### config.mk
export PLATFORM = sky130hd
export DESIGN_NAME = fault_capture_latch
export DESIGN_NICKNAME = d
export VERILOG_FILES = /design/src/rtl/fcl_pkg.sv /design/src/rtl/fcl_persist.sv /design/src/rtl/fcl_blank.sv /design/src/rtl/fcl_capture.sv /design/src/rtl/fault_capture_latch.sv
export SDC_FILE = /design/constraint.sdc
export NUM_CORES = 1
export LEC_CHECK = 0
export ABC_CLOCK_PERIOD_IN_PS = 6350
export BUFFER_PORTS_ARGS = -buffer_cell sky130_fd_sc_hd__clkbuf_2
export CAP_MARGIN = 20
export CORE_AREA = 2 2 82 143
export DETAILED_ROUTE_END_ITERATION = 10
export DIE_AREA = 0 0 84 145
export SYNTH_ARGS = -nofsm -noshare
export SYNTH_HDL_FRONTEND = slang
export SYNTH_SLANG_ARGS = --single-unit
### constraint.sdc
create_clock -name clk -period 6.35 [get_ports clk]
set_clock_uncertainty 0.1 [all_clocks]
set_input_delay 0 -clock clk [delete_from_list [all_inputs] [get_ports clk]]
set_output_delay 0 -clock clk [all_outputs]
set_load 0.01 [all_outputs]
### src/rtl/fcl_pkg.sv
package fcl_pkg;
   // Fixed tag positions of the standard detector set
   typedef enum int unsigned {
      CAUSE_OCP = 0,
      CAUSE_OVP = 1,
      CAUSE_UV  = 2,
      CAUSE_OT  = 3
   } cause_e;

   localparam int unsigned STD_CAUSES = 4;
   localparam int unsigned MAX_CAUSES = 32;
endpackage

### src/rtl/fcl_persist.sv
// Persistence timer: hit pulses once when go has been high for thr edges.
module fcl_persist #(
   parameter int unsigned W = 8
) (
   input  logic         clk,
   input  logic         rst_n,
   input  logic         go,
   input  logic [W-1:0] thr,
   output logic         hit
);
   logic [W-1:0] cnt;
   logic [W-1:0] thr_eff;

   assign thr_eff = (thr == '0) ? W'(1) : thr;
   assign hit     = go && (cnt == thr_eff - W'(1));

   always_ff @(posedge clk or negedge rst_n) begin
      if (!rst_n) begin
         cnt <= '0;
      end else if (!go) begin
         cnt <= '0;
      end else if (cnt < thr_eff) begin
         cnt <= cnt + W'(1);
      end
   end
endmodule

### src/rtl/fcl_blank.sv
// Non-retriggerable blanking window counter.
module fcl_blank #(
   parameter int unsigned W = 12
) (
   input  logic         clk,
   input  logic         rst_n,
   input  logic         start,
   input  logic [W-1:0] len,
   output logic         active
);
   logic [W-1:0] cnt;

   assign active = (cnt != '0);

   always_ff @(posedge clk or negedge rst_n) begin
      if (!rst_n) begin
         cnt <= '0;
      end else if (start && !active) begin
         cnt <= len;
      end else if (active) begin
         cnt <= cnt - W'(1);
      end
   end
endmodule

### src/rtl/fcl_capture.sv
// Sticky cause record, first-cause pick and event pulse.
module fcl_capture #(
   parameter int unsigned N        = 4,
   parameter bit          PRIO_LSB = 1'b1
) (
   input  logic         clk,
   input  logic         rst_n,
   input  logic [N-1:0] qual,
   input  logic         clear,
   output logic [N-1:0] sticky,
   output logic [N-1:0] first,
   output logic         event_o
);
   logic [N-1:0] pick;
   logic         empty;
   logic         opening;

   generate
      if (PRIO_LSB) begin : g_lsb
         assign pick = qual & (~qual + N'(1));
      end else begin : g_msb
         always_comb begin
            pick = '0;
            for (int k = 0; k < int'(N); k++) begin
               if (qual[k]) pick = N'(1) << k;
            end
         end
      end
   endgenerate

   assign empty   = (sticky == '0);
   assign opening = empty && (qual != '0) && !clear;

   always_ff @(posedge clk or negedge rst_n) begin
      if (!rst_n) begin
         sticky  <= '0;
         first   <= '0;
         event_o <= 1'b0;
      end else begin
         event_o <= opening;
         if (clear) begin
            sticky <= '0;
            first  <= '0;
         end else begin
            sticky <= sticky | qual;
            if (opening) first <= pick;
         end
      end
   end
endmodule

### src/rtl/fault_capture_latch.sv
module fault_capture_latch #(
   parameter int unsigned NUM_CAUSES = fcl_pkg::STD_CAUSES,
   parameter int unsigned DG_W       = 8,
   parameter int unsigned REARM_W    = 8,
   parameter int unsigned BLANK_W    = 12,
   parameter bit          PRIO_LSB   = 1'b1
) (
   input  logic                  clk,
   input  logic                  rst_n,
   input  logic                  arm_en,
   input  logic [NUM_CAUSES-1:0] cause_raw,
   input  logic [DG_W-1:0]       deglitch_cycles,
   input  logic                  rearm_in,
   input  logic [REARM_W-1:0]    rearm_cycles,
   input  logic                  blank_start,
   input  logic [BLANK_W-1:0]    blank_cycles,
   input  logic [NUM_CAUSES-1:0] blank_mask,
   output logic [NUM_CAUSES-1:0] cause_sticky,
   output logic [NUM_CAUSES-1:0] first_cause,
   output logic                  fault_n,
   output logic                  fault_event
);
   localparam int unsigned N = NUM_CAUSES;

   generate
      if (N < 1 || N > fcl_pkg::MAX_CAUSES) begin : g_bad_n
         $error("NUM_CAUSES out of range");
      end
      if (DG_W < 1 || REARM_W < 1 || BLANK_W < 1) begin : g_bad_w
         $error("timer widths must be at least one bit");
      end
   endgenerate

   logic         blank_on;
   logic [N-1:0] dg_go;
   logic [N-1:0] qual;
   logic         rearm_hit;
   logic         clear;

   fcl_blank #(.W(BLANK_W)) u_blank (
      .clk    (clk),
      .rst_n  (rst_n),
      .start  (blank_start),
      .len    (blank_cycles),
      .active (blank_on)
   );

   generate
      for (genvar i = 0; i < int'(N); i++) begin : g_cause
         assign dg_go[i] = cause_raw[i] && arm_en && !(blank_on && blank_mask[i]);
         fcl_persist #(.W(DG_W)) u_dg (
            .clk   (clk),
            .rst_n (rst_n),
            .go    (dg_go[i]),
            .thr   (deglitch_cycles),
            .hit   (qual[i])
         );
      end
   endgenerate

   fcl_persist #(.W(REARM_W)) u_rearm (
      .clk   (clk),
      .rst_n (rst_n),
      .go    (rearm_in),
      .thr   (rearm_cycles),
      .hit   (rearm_hit)
   );

   assign clear = rearm_hit && (cause_raw == '0);

   fcl_capture #(.N(N), .PRIO_LSB(PRIO_LSB)) u_cap (
      .clk     (clk),
      .rst_n   (rst_n),
      .qual    (qual),
      .clear   (clear),
      .sticky  (cause_sticky),
      .first   (first_cause),
      .event_o (fault_event)
   );

   assign fault_n = ~|cause_sticky;
endmodule

==> run metrics <==
syn_nets=approximately 630; Fillers=1052; peak supply drop=207 uV; overall die height=145 um; DRC viols=0; reg2reg path depth=7; most common cell after layout, fill and taps aside=dfrtp_1; Post-synth EDFFs=0; router iterations before antenna repair=4; Synth async-reset ratio=100%; top_reg_cell synth=dfrtp_1; multi-input logic area=0.00315 mm^2; final hold violation count=0; Psw=0.319 mW; Unique masters post-synth=59; pins over their slew limit=0; Die W=84 um; Finished Core Util=51.8%; Syn. warnings=0; Post-Route WL=12.5 mm; Clock Sinks=between 60 and 70; H-tree levels=3; FF+latch count, synth=61; total track usage=between 20% and 30%; Synth-to-Final Area Change=17.3%; Crit Path Max Fanout=11; layout cell share with drive strength beyond 1=13.0%; Final Wtd Congestion=0.902; Vias=4260; Internal Power=0.848 mW; routed length on met3=428 um; routed vias/inst=roughly 5.8; die area=0.0122 mm^2; grt ovf=0; CP endpoint kind=flop; Register Area=0.00153 mm^2; num rows=51; CP Class=reg2reg; initial DRC count=approximately 180; final net count=691; initial antenna violation count=0; clk root buf=clkbuf_16; Met2 Wirelength=6.79 mm; pin count of the biggest net entering global routing=62; CP startpoint kind=flop; Final TNS setup=0 ps; Syn Inst Count=about 540; ANT cells=0; PD cells=~200 mW/mm^2; Clock Power Share=a little under half; vias in the first global route=4328; PortBufs=50; CTS tree=built; M1 WL=4.93 mm; clock slew at reported path FFs=60 ps; outcome=finished clean; RSZ-0062 raised after global routing=no; first-pass GRT wire length=21.1 mm; sequential share of the synthesized area=a little under a third; f_max=0.317 GHz; DPL Wire Length=9.48 mm; WP data arrival=3260 ps; RR Startpoint=u_blank.cnt[3]$_DFFE_PN0P_; Hold Startpoint=blank_start; Post-Syn Area=~0.005 mm^2; sw frac=approximately 27%; Setup-failing EPs final=0; Slew headroom=between 40% and 50%; max-cap viol count=0; Top Layer Used=met4; maximum clock path buffer count=2; area of the core=0.0110 mm^2; TritonCTS Buffers=9; final worst-path cycle share=49.6%; Comb pwr share=between 10% and 20%; Hold WC Path Type=in2reg; most frequent cells in the layout=61 x dfrtp_1, 50 x clkbuf_2, 48 x ha_1; initial core utilization=44.2%; worst path required time=between 6000 and 7000 ps; Hold EP=u_blank.cnt[9]$_DFFE_PN0P_; Post-DRT Antenna Nets=0; Least-Margin Pin Slew=around 790 ps; Syn Area/Cell=9.05 um^2; WL per Instance=16.9 um; num ports=51; clock period minus worst slack=~3200 ps; reg-to-reg slack, setup=3200 ps; Pleak=2.59 nW; Reg power frac=approximately 40%; Clock Latency Late Sink=330 ps; Hold Crit Depth=3; Reg-to-Reg End=u_cap.first[1]$_DFFE_PN0P_
-- Yosys cell counts (3+ instances only) --
| library cell | instances | area (um^2) |
|---|---|---|
| o21a_1 | 11 | 82.6 |
| or4_1 | 4 | 30.0 |
| nor2_1 | 39 | 146 |
| nor4b_1 | 3 | 26.3 |
| o211ai_1 | 6 | 45.0 |
| o21ai_1 | 5 | 25.0 |
| nand4_1 | 19 | 119 |
| xnor2_1 | 45 | 394 |
| o2111ai_1 | 3 | 26.3 |
| xor2_1 | 18 | 158 |
| nor3b_1 | 4 | 30.0 |
| ha_1 | 48 | 601 |
| nor3_1 | 20 | 100 |
| dfrtp_1 | 61 | 1530 |
| nand2_1 | 27 | 101 |
| buf_6 | 3 | 33.8 |
| nor4_1 | 9 | 56.3 |
| o21ai_0 | 21 | 105 |
| buf_1 | 3 | 11.3 |
| or3_1 | 8 | 50.1 |
| a31oi_1 | 6 | 37.5 |
| a311oi_1 | 3 | 26.3 |
| clkbuf_1 | 12 | 45.0 |
| and2_1 | 10 | 62.6 |
| nand3_1 | 11 | 55.1 |
| and3_1 | 11 | 68.8 |
| inv_1 | 30 | 113 |
| a21o_1 | 9 | 67.6 |
| a21oi_1 | 33 | 165 |
| nand2b_1 | 4 | 25.0 |
| xnor3_1 | 4 | 90.1 |
| nor2b_1 | 9 | 56.3 |
| mux2i_1 | 4 | 40.0 |
-- per-stage QoR --
step | power [mW] | setup slack [ps] | cells | instance area [um^2] | hold slack (ps)
after floorplan | 0.575 | 3280 | 539 | 4880 | -396
after global placement | 0.629 | 3260 | 706 | 5230 | 116
after detailed placement | 0.635 | 3170 | 706 | 5230 | 128
after CTS | 1.18 | 3180 | 739 | 5720 | 13.6
after global routing | 1.23 | 3040 | 739 | 5720 | 47.5
final | 1.17 | 3200 | 739 | 5720 | 25.6
-- layer usage --
| metal | global-route usage, % | up-vias |
|---|---|---|
| met5 | 0 | - |
| met4 | 8.87 | 0 |
| met3 | 3.70 | 23 |
| met2 | 39.8 | 102 |
| met1 | 23.1 | 2040 |
| li1 | - | 2095 |
-- worst max-delay path by stage --
stage,from,to,slack (ps),depth (start not counted)
after floorplan,rearm_cycles[3],u_cap.first[1]$_DFFE_PN0P_,3280,11
after global placement,deglitch_cycles[4],u_cap.first[1]$_DFFE_PN0P_,3260,12
after detailed placement,deglitch_cycles[4],u_cap.first[1]$_DFFE_PN0P_,3170,12
after CTS,u_blank.cnt[3]$_DFFE_PN0P_,u_cap.first[1]$_DFFE_PN0P_,3180,7
after global routing,u_blank.cnt[3]$_DFFE_PN0P_,u_cap.first[1]$_DFFE_PN0P_,3040,7
final,u_blank.cnt[3]$_DFFE_PN0P_,u_cap.first[1]$_DFFE_PN0P_,3200,7
-- power by group through the flow --
stage	registers [mW]	logic (mW)	clock network, mW
after floorplan	0.459	0.116	0
after CTS	0.462	0.176	0.544
after global placement	0.466	0.162	0
after detailed placement	0.468	0.167	0
after global routing	0.469	0.199	0.560
final	0.463	0.175	0.530
-- logic make-up after synthesis --
group	count (synthesis)	share of synthesized area (%)
AOI/OAI and AO/OA	121	16.5
xor gates and xnor gates	67	13.2
adders and majority gates	48	12.3
buffers and inverters	48	4.15
DFF	61	31.3
muxes	5	1.05
and+or+nand+nor	189	21.5
-- sequential cells by signal, summed over array words and instances, names as in the netlist --
name              cells
g_cause.u_dg.cnt     32
u_blank.cnt          12
u_rearm.cnt           8
u_cap.first           4
u_cap.sticky          4
u_cap.event_o         1
-- what timing repair did --
item	4_1_cts	5_1_grt
gates resized for setup	0	0
hold buffers	17	0
buffers inserted	0	0
hold endpoints to repair	82	0
-- critical path, stage by stage (launching register included) --
cell and delay [ps]:
dfrtp_1 420, or4_4 590, or4_4 610, a21o_1 360, nor4_4 370, a22oi_2 150, a2bb2o_4 260, a22o_1 180
-- layout make-up --
cell class / instances / share of cell area (%)
clock buffers: 9 / 3.94
well taps: 132 / 2.89
clock inverters: 7 / 1.75
multi-input cells: 430 / 55.1
inverters: 30 / 1.97
flip-flops and latches: 61 / 26.7
repair buffers: 70 / 7.74
Note: power is estimated with default switching activity, not from simulation.
